`config.mk`:
```
export PLATFORM = sky130hd
export DESIGN_NAME = lpclk_ctrl
export DESIGN_NICKNAME = d
export VERILOG_FILES = /design/src/rtl/lpclk_pkg.sv /design/src/rtl/lpclk_div.sv /design/src/rtl/lpclk_seq.sv /design/src/rtl/lpclk_en_dec.sv /design/src/rtl/lpclk_ctrl.sv
export SDC_FILE = /design/constraint.sdc
export NUM_CORES = 1
export LEC_CHECK = 0
export BUFFER_PORTS_ARGS = -buffer_cell sky130_fd_sc_hd__buf_4
export CORE_UTILIZATION = 60
export CTS_BUF_LIST = sky130_fd_sc_hd__clkbuf_16
export CTS_CLUSTER_DIAMETER = 120
export DETAILED_ROUTE_END_ITERATION = 8
export PLACE_DENSITY = 0.9
export SLEW_MARGIN = 20
export SYNTH_ARGS = -nofsm -noshare
export SYNTH_HDL_FRONTEND = slang
export SYNTH_SLANG_ARGS = --single-unit
```
`constraint.sdc`:
```
create_clock -name clk -period 5.6 [get_ports clk]
set_input_delay 0.28 -clock clk [delete_from_list [all_inputs] [get_ports clk]]
set_output_delay 0.28 -clock clk [all_outputs]
set_load 0.005 [all_outputs]
```
`src/rtl/lpclk_pkg.sv`:
```
package lpclk_pkg;
  typedef enum logic [1:0] {
    ST_RUN  = 2'd0,
    ST_PD   = 2'd1,
    ST_TPD  = 2'd2,
    ST_WARM = 2'd3
  } lp_state_t;
endpackage

```
`src/rtl/lpclk_div.sv`:
```
module lpclk_div #(
  parameter int DIV_W = 8
) (
  input  logic             clk,
  input  logic             rst_n,
  input  logic             run_i,
  input  logic [DIV_W-1:0] div_i,
  output logic             tick_o
);
  localparam int CNT_W = DIV_W + 1;

  logic [DIV_W-1:0] per_q;
  logic [CNT_W-1:0] cnt_q;
  logic [CNT_W-1:0] term;

  // terminal count of the period currently being timed
  assign term   = (per_q == '0) ? '0 : ({per_q, 1'b0} - CNT_W'(1));
  assign tick_o = run_i && (cnt_q == term);

  always_ff @(posedge clk or negedge rst_n) begin
    if (!rst_n) begin
      cnt_q <= '0;
      per_q <= '0;
    end else if (!run_i || tick_o) begin
      cnt_q <= '0;
      per_q <= div_i;   // new ratio only picked up at a period boundary
    end else begin
      cnt_q <= cnt_q + CNT_W'(1);
    end
  end

  // the latched period only moves at a boundary or while gated
  p_hold_r3: assert property (@(posedge clk) disable iff (!rst_n)
    (per_q != $past(per_q)) |-> $past(tick_o || !run_i));

  // a nonzero pending ratio never yields two adjacent pulses
  p_no_back2back_r3: assert property (@(posedge clk) disable iff (!rst_n)
    (tick_o && div_i != '0) |=> !tick_o);
endmodule

```
`src/rtl/lpclk_seq.sv`:
```
module lpclk_seq
  import lpclk_pkg::*;
#(
  parameter int STARTUP_CYC = 16
) (
  input  logic      clk,
  input  logic      rst_n,
  input  logic      sleep_go,
  input  logic      sleep_deep,
  input  logic      wake_irq,
  output lp_state_t state_o
);
  localparam int WCNT_W = $clog2(STARTUP_CYC + 1);

  lp_state_t         state_q;
  logic [WCNT_W-1:0] wcnt_q;

  always_ff @(posedge clk or negedge rst_n) begin
    if (!rst_n) begin
      state_q <= ST_RUN;
      wcnt_q  <= '0;
    end else begin
      case (state_q)
        ST_RUN: if (sleep_go) state_q <= sleep_deep ? ST_TPD : ST_PD;
        ST_PD, ST_TPD: if (wake_irq) begin
          state_q <= ST_WARM;
          wcnt_q  <= '0;
        end
        ST_WARM: begin
          if (wcnt_q == WCNT_W'(STARTUP_CYC - 1)) state_q <= ST_RUN;
          else wcnt_q <= wcnt_q + WCNT_W'(1);
        end
        default: state_q <= ST_RUN;
      endcase
    end
  end

  assign state_o = state_q;

  // a strobe in the run state always leaves the run state
  p_sleep_entry_r4: assert property (@(posedge clk) disable iff (!rst_n)
    (state_q == ST_RUN && sleep_go) |=> (state_q != ST_RUN));

  // sleep states only exit to the start-up state
  p_wake_path_r8: assert property (@(posedge clk) disable iff (!rst_n)
    ((state_q == ST_PD || state_q == ST_TPD) && wake_irq) |=> (state_q == ST_WARM));
endmodule

```
`src/rtl/lpclk_en_dec.sv`:
```
module lpclk_en_dec
  import lpclk_pkg::*;
(
  input  lp_state_t state_i,
  input  logic      cfg_rc_sysclk,
  input  logic      cfg_rtc_en,
  input  logic      cfg_cmp_en,
  output logic      osc_en,
  output logic      rc_en,
  output logic      bod_en,
  output logic      cmp_en,
  output logic      wdt_en,
  output logic      rtc_en
);
  logic asleep, deep;

  assign asleep = (state_i == ST_PD) || (state_i == ST_TPD);
  assign deep   = (state_i == ST_TPD);

  always_comb begin
    osc_en = !asleep;
    rc_en  = asleep ? (cfg_rc_sysclk && cfg_rtc_en) : cfg_rc_sysclk;
    bod_en = !deep;
    cmp_en = cfg_cmp_en && !deep;
    wdt_en = 1'b1;
    rtc_en = cfg_rtc_en;
  end
endmodule

```
`src/rtl/lpclk_ctrl.sv`:
```
module lpclk_ctrl
  import lpclk_pkg::*;
#(
  parameter int DIV_W       = 8,
  parameter int STARTUP_CYC = 16
) (
  input  logic             clk,
  input  logic             rst_n,
  input  logic [DIV_W-1:0] div_val,
  input  logic             sleep_go,
  input  logic             sleep_deep,
  input  logic             wake_irq,
  input  logic             cfg_rc_sysclk,
  input  logic             cfg_rtc_en,
  input  logic             cfg_cmp_en,
  output logic             cpu_clk_en,
  output logic             osc_en,
  output logic             rc_en,
  output logic             bod_en,
  output logic             cmp_en,
  output logic             wdt_en,
  output logic             rtc_en
);
  lp_state_t state;
  logic      running;

  assign running = (state == ST_RUN);

  lpclk_seq #(.STARTUP_CYC(STARTUP_CYC)) u_seq (
    .clk(clk), .rst_n(rst_n), .sleep_go(sleep_go), .sleep_deep(sleep_deep),
    .wake_irq(wake_irq), .state_o(state)
  );

  lpclk_div #(.DIV_W(DIV_W)) u_div (
    .clk(clk), .rst_n(rst_n), .run_i(running), .div_i(div_val), .tick_o(cpu_clk_en)
  );

  lpclk_en_dec u_dec (
    .state_i(state), .cfg_rc_sysclk(cfg_rc_sysclk), .cfg_rtc_en(cfg_rtc_en),
    .cfg_cmp_en(cfg_cmp_en), .osc_en(osc_en), .rc_en(rc_en), .bod_en(bod_en),
    .cmp_en(cmp_en), .wdt_en(wdt_en), .rtc_en(rtc_en)
  );

  // accepted sleep strobe stops the oscillator and the CPU clock
  p_osc_off_r4: assert property (@(posedge clk) disable iff (!rst_n)
    (running && sleep_go) |=> (!osc_en && !cpu_clk_en));

  // deep sleep drops brownout detector and comparators
  p_tpd_off_r6: assert property (@(posedge clk) disable iff (!rst_n)
    (running && sleep_go && sleep_deep) |=> (!bod_en && !cmp_en));

  // RC stays on during sleep only under the joint condition
  p_rc_sleep_r7: assert property (@(posedge clk) disable iff (!rst_n)
    (!osc_en && rc_en) |-> (cfg_rc_sysclk && cfg_rtc_en));

  // oscillator restart never coincides with a CPU pulse
  p_gated_warm_r8: assert property (@(posedge clk) disable iff (!rst_n)
    $rose(osc_en) |-> !cpu_clk_en);
endmodule

```
======== After elaboration in Yosys (flattened, before gate mapping) ========
Index checks and enable logic that the tools add are counted.
storage, ports and cells
  bits in registers ....................... 24
  output and inout bits ................... 7
  input port bits ......................... 16
cells by class
  reductions and logical operators ........ 14
  eq/ne operators ......................... 9
  $add $sub $neg .......................... 3
  multiplexer cells ....................... 11
operators with widths
  operator                                                                 count
  9-bit 2-to-1 mux                                                         2
  5-bit 2-to-1 mux                                                         2
  5-bit one-hot mux with 2 select lines                                    1
  9-bit by 1-bit adder with 9-bit output, second input constant            1
  9-bit equality test                                                      1
  9-bit by 1-bit subtractor with 9-bit output, second input constant       1
  8-bit zero test                                                          1
  2-bit 2-to-1 mux                                                         4
  2-bit inequality test, second input constant                             3
  2-bit one-hot mux with 3 select lines                                    1
  3-bit AND reduction                                                      2
  5-bit by 1-bit adder with 5-bit output, second input constant            1
  5-bit by 4-bit equality test with 1-bit output, second input constant    1
  2-bit equality test, second input constant                               2
  1-bit logical AND                                                        3
  1-bit zero test                                                          3
  2-bit by 1-bit equality test with 1-bit output, second input constant    1
  2-bit zero test                                                          1
  1-bit logical OR                                                         2
  2-bit by 1-bit inequality test with 1-bit output, second input constant  1
  2-bit nonzero test                                                       1
  2-bit OR reduction                                                       1
  1-bit 2-to-1 mux                                                         1

======== Depth between registers and ports, before layout ========
Gate-level depths: netlist (run 1).
  word-level depth ........................ 6
  gate-level depth with buffers ........... 9
  mapped depth without buffers ............ 9

======== Hierarchy ========
Synthesis (run 1) repeated with hierarchy kept, for this count alone.
unflattened totals
  cells, all modules ...................... 172
  area total of the unflattened synthesis .. 1,657.8 sq um
modules (own cells, without submodules)
  module        instances  area each (sq um)  cells each  seq. area each (sq um)
  lpclk_div     1          1,091.0            110         425.4
  lpclk_seq     1          510.5              53          175.2
  lpclk_en_dec  1          52.6               8           0.0
  lpclk_ctrl    1          3.8                1           0.0

======== Least setup slack after synthesis (run 1) ========
OpenSTA, ideal clock, no wires.
  path type ............................... flip-flop to flip-flop
  from .................................... register u_div.per_q[0]
  to ...................................... register u_div.per_q[6]
  clock period less this slack ............ 2.904 ns
  stages on the path, launching flop included .. 10
  slack ................................... 2.696 ns
  data required time ...................... 5.475 ns
  arrival ................................. 2.778 ns
  path buffers ............................ 1
  path through ............................ dfrtp_1 > inv_1 > ha_1 > or4b_4 > or4_4 > mux2_4 > nor4_4 > a41oi_4 > buf_6 > mux2_4
on the way
  cells in the longest elaborated chain, start to end .. 5
  elaborated cells on any way between the ends .. 6
  those cells by class .................... add/sub: 1; eq/ne: 1; mux: 1; reduce/logical: 3
RTL lines
  what                                                                            RTL line         source
  from (decl)                                                                     lpclk_div.sv:12  logic [DIV_W-1:0] per_q;
  from (signal assigned)                                                          lpclk_div.sv:26  per_q <= div_i;
  9-bit by 1-bit subtractor with 9-bit output or 8-bit zero test (tied branches)  lpclk_div.sv:17  assign term = (per_q == '0) ? '0 : ({per_q, 1'b0} - CNT_W'(1));
  9-bit 2-to-1 mux (*)                                                            lpclk_div.sv:17
  9-bit equality test (*)                                                         lpclk_div.sv:18  assign tick_o = run_i && (cnt_q == term);
  1-bit logical AND (*)                                                           lpclk_div.sv:18
  1-bit logical OR (*)                                                            lpclk_div.sv:24  end else if (!run_i || tick_o) begin
Mark *: on every way between the ends. The rest lies on a longest branch, timed or not.
A chain may end at the register's enable or synchronous reset.

======== Worst setup path after layout (run 1) ========
  from .................................... register u_div.per_q[0]
  to ...................................... output port cpu_clk_en
on the way
  cells in the longest elaborated chain, start to end .. 4
  elaborated cells on any way between the ends .. 5
  those cells by class .................... add/sub: 1; eq/ne: 1; mux: 1; reduce/logical: 2
RTL lines
  what                                                                            RTL line          source
  9-bit by 1-bit subtractor with 9-bit output or 8-bit zero test (tied branches)  lpclk_div.sv:17
  9-bit 2-to-1 mux (*)                                                            lpclk_div.sv:17
  9-bit equality test (*)                                                         lpclk_div.sv:18
  1-bit logical AND (*)                                                           lpclk_div.sv:18
  to (decl)                                                                       lpclk_ctrl.sv:16  output logic cpu_clk_en,
Marked as above.

==> results of run 1 <==
-- timing repair --
action                                 CTS  global route
endpoints found under the hold margin   24             0
resized for setup                        0             0
hold buffers                             1             0
-- sequential cells by signal (all words and copies together) (netlist names) --
name and flops:
u_seq.wcnt_q 5, u_seq.state_o 2, u_div.cnt_q 9, u_div.per_q 8
-- metal layers --
layer	global-route usage	vias up	routed length, um
met5	0	-	0
met3	0.0639	11	159
met1	0.302	636	1490
met4	0.171	0	109
li1	-	657	-
met2	0.463	50	1660
-- per-stage QoR --
| stage | setup WS, ps | total power (W) |
|---|---|---|
| global placement | 2650 | 0.000645 |
| floorplan | 2700 | 0.000574 |
| CTS | 2390 | 0.000828 |
| finish | 2360 | 0.000829 |
| global route | 2230 | 0.000885 |
| detailed placement | 2490 | 0.000673 |
-- power breakdown --
group          switching (W)  total, W  internal (W)
Clock              0.0000577  0.000152     0.0000945
Sequential         0.0000723  0.000293      0.000221
Combinational       0.000205  0.000384      0.000179
-- cell families (layout without fill, tap and decap cells) --
family / count (synthesis) / after routing / synth area share
compound gates: 35 / 35 / 0.148
xor+xnor: 12 / 12 / 0.0642
fa+ha+maj: 7 / 7 / 0.0535
buf+inv: 17 / 35 / 0.0527
flops: 24 / 24 / 0.367
mux: 10 / 10 / 0.0726
other cells: 1 / 1 / 0.00229
simple gates: 69 / 69 / 0.240
-- cell usage in the layout, fill, tap and decap left out, types with 3 or more instances in the layout --
master / n
dfrtp_1: 24
buf_4: 21
nand2_1: 16
o21ai_0: 11
nor2_1: 10
a21oi_1: 10
inv_1: 9
nor3_1: 8
and2_1: 7
mux2_2: 7
ha_1: 7
xor2_1: 6
xnor2_1: 6
nand3_1: 5
nor2b_1: 3
and3_1: 3
clkbuf_16: 3
-- final cells by class --
type / count / area (um2) / share of cell area
Clock buffer: 3 / 75.1 / 0.0402
Tap cell: 30 / 37.5 / 0.0201
Timing Repair Buffer: 22 / 168 / 0.0898
Inverter: 10 / 37.5 / 0.0201
Multi-Input combinational cell: 134 / 950 / 0.508
Sequential cell: 24 / 601 / 0.322
-- worst max path at each step --
stage / startpoint / end / cells after the start
floorplan: u_div.per_q[0] / u_div.per_q[6] / 9
global placement: u_div.per_q[0] / u_div.per_q[0] / 8
detailed placement: u_div.per_q[0] / u_div.per_q[6] / 8
CTS: u_div.per_q[0] / cpu_clk_en / 9
global route: u_div.per_q[0] / cpu_clk_en / 9
finish: u_div.per_q[0] / cpu_clk_en / 9
-- critical path, delay by kind of cell, from the launching register on --
kind	cells	cell delay, ps
buf+inv	2	210
simple gates	5	1520
fa+ha+maj	1	220
mux	1	330
flops	1	430
==> results.cfg, run 1 <==
[run_status]
status = finished clean

[timing]
fin_hold_ws_ps = 253
rsz0062_at_grt = no
min_period_over_period = 0.579
hold_violations = 0
setup_viol = 0
fin_crit_ps = 3240
clock_skew_ps = 2.07
slew_headroom = 0.638
drv_slew = 0
tightest_slew_ps = 542
fmax_mhz = 308
setup_tns_ps = 0

[yosys]
synth_nets = 198
yosys.area.top_type = dfrtp_1
ys_async_sr_fraction = 1.00
synth.most_common_cell = dfrtp_1
netlist_instances = 175
ys.flop_type = dfrtp_1
synth_seq_cells = 24
synth_top_area_frac = 0.367
synth_edf_count = 0
yosys-top-cells-area = dfrtp_1 (37%), ha_1 (5.4%), mux2_2 (4.8%)
yosysSeqAreaShare = 0.367
synth.avg_cell_area_um2 = 9.35
syn_area_um2 = 1640
ys_warn_count = 0
synthTopCellsByCount = dfrtp_1 (24), nand2_1 (16), o21ai_0 (11)
synthDistinctLibCells = 46

[cts]
clock_latency_ps = 260
numCtsBuffers = 3
cts_htree_levels = 1
cts_sinks = 24
path_clk_slew_ps = 60
cts_setup_buffers = 0
clockBufferDepth = 2
clk_root_buffer_cell = clkbuf_16
cts_tree = done

[placed_design]
placed_cell_area_um2 = 1780
hpwl_um = 2460
dp.cells = 219
place_congestion = 0.874
port_buffers = 21

[finish]
fillers = 179
utilization = 0.741
fin_nets = 218
n_antenna_cell = 0
layout.cells.non_filler = 223
layout-drive-gt1-share = 0.212
final_area_um2 = 1870
syn2layout_area_growth_pct = 14.1

[global_route]
first_global_vias = 1311
track_usage = 0.272
grt_overflow = 0
grt_max_degree = 25
antenna_found_initial = 0
grt_pass1_wl_um = 5680

[setup_path]
timing.rr.end = u_div.per_q[6]
slowest_delay_ps = 520
arrival_ps = 2960
reg2reg_from = u_div.per_q[0]
crit_slowest_cell = or4b_4
crit_path_end_kind = output pin
critPathKind = register to output pin
worst_setup_path_start_kind = register
path_cells = inv_1 -> ha_1 -> or4b_4 -> or4_4 -> mux2_4 -> nor4_4 -> nand4_1 -> nor2_1 -> buf_4
cp_max_fo = 7
cp_data_required_time_ps = 5320
worst-r2r-cell-count = 8
reg2reg_slack_ps = 2460

[power_and_ir_drop]
ir_drop_mv = 0.367
leakagePower_nw = 0.842
powerDensity_nw_per_um2 = 444

[detailed_routing]
vias = 1354
first_pass_iters = 4
viasPerCell = 6.07
wire_per_inst_um = 15.3
ant_nets = 0
drt-initial-drc-count = 33
route.detailed.drc = 0
routed_wl_um = 3420

[hold_path]
whs_path_depth = 2
hp-start = div_val[5]
hold_class = primary input to register
hold_end = u_div.per_q[5]

[floorplan]
initial_core_util = 0.649
die_y_um = 54.2
die_w_um = 54.2
pin_count = 23
core_um2 = 2520
die_area_um2 = 2940
rows = 18

[flow_run]
cap_violations = 0
Note: power is estimated with default switching activity, not from simulation.
==> run 2: changes to the inputs <==
--- a/config.mk
+++ b/config.mk
@@ -6,11 +6,11 @@
 export NUM_CORES = 1
 export LEC_CHECK = 0
 export BUFFER_PORTS_ARGS = -buffer_cell sky130_fd_sc_hd__buf_4
-export CORE_UTILIZATION = 60
+export CORE_UTILIZATION = 51
 export CTS_BUF_LIST = sky130_fd_sc_hd__clkbuf_16
 export CTS_CLUSTER_DIAMETER = 120
 export DETAILED_ROUTE_END_ITERATION = 8
-export PLACE_DENSITY = 0.9
+export PLACE_DENSITY = 0.82
 export SLEW_MARGIN = 20
 export SYNTH_ARGS = -nofsm -noshare
 export SYNTH_HDL_FRONTEND = slang
==> constraint.sdc (replaced) <==
create_clock -name clk -period 2.6 [get_ports clk]
set_input_delay 0.13 -clock clk [delete_from_list [all_inputs] [get_ports clk]]
set_output_delay 0.13 -clock clk [all_outputs]
set_load 0.005 [all_outputs]
==> run 2 against run 1 <==
The run now ends with negative setup slack left. Die area grew 17%. Design area rose by 6.9%. Critical path depth decreased by 1. Non-clock buffer count increased by 13. Worst hold slack got worse by 150 ps. Clock skew is 1.7 ps higher. Sequential share of layout area is 2.1 points lower. Via count is 4.3% higher. Flip-flop and latch count did not move. Total power is 130% higher. Global-route usage down 2.7 points.
==> results.cfg, run 2 (same netlist as run 1, synthesis figures left out) <==
[run_status]
status = finished with violations
violations = negative setup slack

[power_and_ir_drop]
leakagePower_nw = 0.907
sequentialPowerShare = 0.313
p_sw_w = 0.000746
swShare = 0.394
ir_drop_mv = 0.505
powerDensity_nw_per_um2 = 948
p_int_w = 0.00115
clockPowerShare = 0.174
power.share.combinational = 0.513

[floorplan]
die_y_um = 58.6
core_um2 = 3050
die_area_um2 = 3440
die_w_um = 58.6
initial_core_util = 0.536
rows = 20
pin_count = 23

[finish]
layout-drive-gt1-share = 0.271
largest_reg_flops = 9
top_regs = u_div.cnt_q x9, u_div.per_q x8, u_seq.wcnt_q x5
n_antenna_cell = 0
final_area_um2 = 2000
fin_nets = 231
layout_commonest_cell = buf_4
regMostFlops = u_div.cnt_q
layout_common_cells = buf_4 (34), dfrtp_1 (24), nand2_1 (16)
syn2layout_area_growth_pct = 22.0

[cts]
path_clk_slew_ps = 60
clockBufferDepth = 2
cts_htree_levels = 1
clk_root_buffer_cell = clkbuf_16
cts_sinks = 24
numCtsBuffers = 3
cts_tree = done
clock_latency_ps = 260

[detailed_routing]
ant_nets = 0
route.detailed.drc = 0
drt-initial-drc-count = 79
viasPerCell = 5.63
first_pass_iters = 4
vias = 1412
wire_per_inst_um = 14.8
routed_wl_um = 3710

[hold_path]
whs_path_depth = 2
hold_class = primary input to register
hp-start = div_val[6]
hold_end = u_div.per_q[6]

[placed_design]
place_congestion = 0.904
port_buffers = 21
placed_cell_area_um2 = 1890
hpwl_um = 2760

[global_route]
grt.met3_usage = 0.0418
grt_overflow = 0
use_met2 = 0.427
first_global_vias = 1471
antenna_found_initial = 0
gr-usage-met1 = 0.292
grt_pass1_wl_um = 6280
gr-max-usage-layer = met2
track_usage = 0.244
grt_max_degree = 25

[setup_path]
cp_data_required_time_ps = 2740
worst_setup_path_start_kind = register
reg2reg_slack_ps = -320
critPathKind = register to register
arrival_ps = 3060
crit_path_end_kind = register
reg2reg_from = u_div.per_q[1]
worst-r2r-cell-count = 8
cp_max_fo = 17
timing.rr.end = u_div.per_q[6]

[timing]
fmax_mhz = 342
min_period_over_period = 1.12
tightest_slew_ps = 531
setup_tns_ps = -4510
fin_crit_ps = 2920
setup_viol = 18
clock_skew_ps = 3.72
drv_slew = 0
rsz0062_at_grt = yes
timing.final.ws_setup_ps = -323
slew_headroom = 0.645
hold_violations = 0

[flow_run]
cap_violations = 0
[run 2: what timing repair did]
item | CTS | global route
resized for setup | 1 | 0
setup buffers | 0 | 1
setup endpoints to repair | 18 | 18
cloned | 0 | 0
endpoints found under the hold margin | 24 | 0
hold buffers | 1 | 0
pin swaps | 1 | 0
[run 2: worst max-delay path by stage]
stage / start / endpoint / slack, ps
6_report: u_div.per_q[1] / u_div.per_q[6] / -320
2_1_floorplan: u_div.per_q[0] / u_div.per_q[6] / -300
4_1_cts: u_div.per_q[1] / u_div.per_q[6] / -340
3_5_place_dp: u_div.per_q[1] / u_div.per_q[7] / -330
5_1_grt: u_div.per_q[1] / u_div.per_q[0] / -410
3_3_place_gp: u_div.per_q[0] / u_div.per_q[0] / -230
[run 2: per-stage QoR]
step | utilization | hold WS, ps | cells | power, W | worst slack (ps)
after floorplan | - | -166 | 175 | 0.00124 | -297
after detailed placement | 0.620 | 42.5 | 245 | 0.00155 | -325
after global routing | 0.654 | 106 | 251 | 0.00204 | -412
after global placement | 0.620 | 35.1 | 245 | 0.00149 | -231
after CTS | 0.652 | 105 | 250 | 0.00189 | -339
final | 0.654 | 107 | 251 | 0.00189 | -323
[run 2: worst max-delay path, cell delays in order (launching register included)]
cell and delay [ps]:
dfrtp_1 380, inv_1 70, ha_2 170, or4b_4 470, or4_4 470, mux2_4 330
nor4_4 210, a41oi_4 330, mux2_4 380
[run 2: per-layer routing]
| layer | routed length [um] | up-vias |
|---|---|---|
| li1 | - | 683 |
| met5 | 0 | - |
| met2 | 1900 | 44 |
| met4 | 55 | 0 |
| met1 | 1600 | 679 |
| met3 | 147 | 6 |
[run 2: power groups by stage]
| stage | combinational (W) | sequential (W) | clock, W |
|---|---|---|---|
| after global routing | 0.00107 | 0.000611 | 0.000353 |
| final | 0.000971 | 0.000592 | 0.000330 |
| after CTS | 0.000969 | 0.000591 | 0.000334 |
| after global placement | 0.000904 | 0.000585 | 0 |
| after detailed placement | 0.000952 | 0.000597 | 0 |
| after floorplan | 0.000666 | 0.000573 | 0 |
[run 2: area by class of cell]
type,count,area (um2)
Fill cell,263,1060
Timing Repair Buffer,35,265
Inverter,10,37.5
Clock buffer,3,75.1
Multi-Input combinational cell,134,960
Clock inverter,1,3.75
Sequential cell,24,601
Tap cell,44,55.1
==> run 3: changes to the inputs <==
--- a/config.mk
+++ b/config.mk
@@ -5,12 +5,13 @@
 export SDC_FILE = /design/constraint.sdc
 export NUM_CORES = 1
 export LEC_CHECK = 0
+export ABC_AREA = 1
 export BUFFER_PORTS_ARGS = -buffer_cell sky130_fd_sc_hd__buf_4
-export CORE_UTILIZATION = 51
+export CORE_UTILIZATION = 52
 export CTS_BUF_LIST = sky130_fd_sc_hd__clkbuf_16
 export CTS_CLUSTER_DIAMETER = 120
 export DETAILED_ROUTE_END_ITERATION = 8
-export PLACE_DENSITY = 0.82
+export PLACE_DENSITY = 0.83
 export SLEW_MARGIN = 20
 export SYNTH_ARGS = -nofsm -noshare
 export SYNTH_HDL_FRONTEND = slang
==> run 3 against run 2 <==
The run now ends clean. Register-to-register slack gained 780 ps. Global-route usage is 1.7 points lower. Non-clock buffer count shrank 13. Critical path depth increased by 3. Total power grew 15%. Die area up 2.7%. Core utilization decreased by 1.9 points. Critical path type is now register to output pin.
==> results.cfg, run 3 <==
[cts]
cts_sinks = 24
clock_latency_ps = 250
clockBufferDepth = 2
cts_htree_levels = 1
clk_root_buffer_cell = clkbuf_16
path_clk_slew_ps = 60
cts_tree = done
cts_setup_buffers = 0
numCtsBuffers = 3

[global_route]
grt_pass1_wl_um = 6010
antenna_found_initial = 0
track_usage = 0.227
grt_max_degree = 25
first_global_vias = 1453
grt_overflow = 0

[yosys]
synthAdderAreaFrac = 0.0511
synthDistinctLibCells = 31
ys_warn_count = 0
ys.flop_type = dfrtp_1
synth_xor_xnor_area_share = 0.0204
ys_async_sr_fraction = 1.00
yosys-top-cells-area = dfrtp_1 (35%), nand2_1 (14%), inv_1 (8.1%)
synth_compound_area_frac = 0.0460
netlist_instances = 244
synthMuxAreaShare = 0
yosys.area.top_type = dfrtp_1
yosysSeqAreaShare = 0.350
synth_seq_cells = 24
synth.most_common_cell = nand2_1
syn_area_um2 = 1720
synth.avg_cell_area_um2 = 7.03
synth-simple-area-share = 0.418
synth_edf_count = 0
synthTopCellsByCount = nand2_1 (65), inv_1 (37), nor2_1 (29)
synth_top_area_frac = 0.350
synth_top_family_by_area = simple AND/OR/NAND/NOR gates
synth_nets = 267

[setup_path]
crit_path_end_kind = output pin
path_cells = inv_1 -> ha_1 -> nand2_2 -> nor2_4 -> nand2_4 -> nand3_1 -> nand4_1 -> nor3_1 -> nand2_1 -> nor2_1 -> buf_4
reg2reg_slack_ps = 460
cp_data_required_time_ps = 2470
crit_slowest_cell = dfrtp_1
path_depth = 11
worst-r2r-cell-count = 14
slowest_delay_ps = 390
critPathKind = register to output pin
worst_setup_path_start_kind = register
critPathBufInv = 2
arrival_ps = 2190
timing.rr.end = u_div.per_q[7]
cp_max_fo = 14
crit_family = simple AND/OR/NAND/NOR gates
reg2reg_from = u_div.per_q[0]

[floorplan]
die_y_um = 59.4
initial_core_util = 0.553
die_area_um2 = 3530
rows = 20
die_w_um = 59.4
core_um2 = 3100
pin_count = 23

[detailed_routing]
wire_per_inst_um = 11.3
drt-initial-drc-count = 80
ant_nets = 0
first_pass_iters = 4
vias = 1532
route.detailed.drc = 0
routed_wl_um = 3480
viasPerCell = 4.96

[power_and_ir_drop]
ir_drop_mv = 0.798
leakagePower_nw = 1.01
powerDensity_nw_per_um2 = 1110

[placed_design]
port_buffers = 21
placed_cell_area_um2 = 1880
preCtsSetupSlack_ps = 473
hpwl_um = 2780
place_congestion = 0.949
dp.cells = 304

[run_status]
status = finished clean

[finish]
n_antenna_cell = 0
layout_common_cells = nand2_1 (65), inv_1 (37), nor2_1 (29)
utilization = 0.635
top_regs = u_div.cnt_q x9, u_div.per_q x8, u_seq.wcnt_q x5
layout-drive-gt1-share = 0.155
seq_area_um2 = 601
regMostFlops = u_div.cnt_q
largest_reg_flops = 9
syn2layout_area_growth_pct = 14.9
final_area_um2 = 1970
multiInputGateArea_um2 = 922
fillers = 303
fin_nets = 289
layout_commonest_cell = nand2_1
layout.cells.non_filler = 309

[hold_path]
whs_path_depth = 3
hold_class = primary input to register
hold_end = u_div.per_q[3]
hp-start = div_val[3]

[timing]
min_period_over_period = 0.892
timing.final.ws_setup_ps = 280
fin_crit_ps = 2320
hold_violations = 0
setup_tns_ps = 0
fmax_mhz = 431
setup_viol = 0
drv_slew = 0
tightest_slew_ps = 516
clock_skew_ps = 2.07
rsz0062_at_grt = no
slew_headroom = 0.652

[flow_run]
cap_violations = 0
## run 3: changes by cell type after synthesis, moves of 4 or more
cell	previous run	this run
nand2_1	16	65
inv_1	9	37
nand3_1	5	26
nor2_1	10	29
a21oi_1	10	3
and2_1	7	0
mux2_2	7	0
nand2_4	0	5
xnor2_1	6	1
nand4_1	2	6
## run 3: routing by layer
layer | global-route usage | vias up | share of wire
li1 | - | 801 | -
met1 | 0.280 | 697 | 0.47
met2 | 0.404 | 30 | 0.48
met3 | 0.0371 | 4 | 0.040
met4 | 0.0680 | 0 | 0.0095
met5 | 0 | - | 0
## run 3: power by group
group	internal [W]	total, W	switching [W]
clock	0.000205	0.000321	0.000116
sequential	0.000492	0.000625	0.000134
combinational	0.000452	0.00123	0.000782
total	0.00115	0.00218	0.00103
## run 3: timing repair
action	CTS	global route
endpoints found under the setup margin	0	0
gates resized for setup	0	0
hold buffers	1	0
hold endpoints to repair	24	0
## run 3: cells by family (layout without fill, tap and decap cells)
group / count (synthesis) / after routing
and+or+nand+nor: 150 / 150
buffers and inverters: 44 / 65
DFF: 24 / 24
AOI/OAI and AO/OA: 14 / 14
adders and majority gates: 7 / 7
xor gates and xnor gates: 4 / 4
other: 1 / 1
## run 3: worst max-delay path by stage
stage | from | endpoint | slack, ps
2_1_floorplan | u_div.per_q[0] | u_div.cnt_q[2] | 620
3_3_place_gp | u_div.per_q[0] | u_div.per_q[7] | 530
3_5_place_dp | u_div.per_q[0] | u_div.per_q[7] | 470
4_1_cts | u_div.per_q[0] | cpu_clk_en | 290
5_1_grt | u_div.per_q[0] | cpu_clk_en | 40
6_report | u_div.per_q[0] | cpu_clk_en | 280
## run 3: layout make-up
| class | count | share of cell area |
|---|---|---|
| clock buffer | 3 | 0.0381 |
| clock inverter | 1 | 0.00190 |
| inverter | 39 | 0.0743 |
| multi-input combinational | 176 | 0.468 |
| sequential | 24 | 0.305 |
| tap | 44 | 0.0279 |
| timing repair buffer | 22 | 0.0851 |
## run 3: tightest hold or removal path, delay by kind of cell
family | cells | cell delay, ps
and+or+nand+nor | 2 | 80
buffers and inverters | 1 | 80
## run 3: metrics by stage
step	power, W	hold slack [ps]
finish	0.00218	70.2
global route	0.00240	81.8
CTS	0.00219	70.9
detailed placement	0.00186	45.3
global placement	0.00183	46.3
floorplan	0.00159	-166
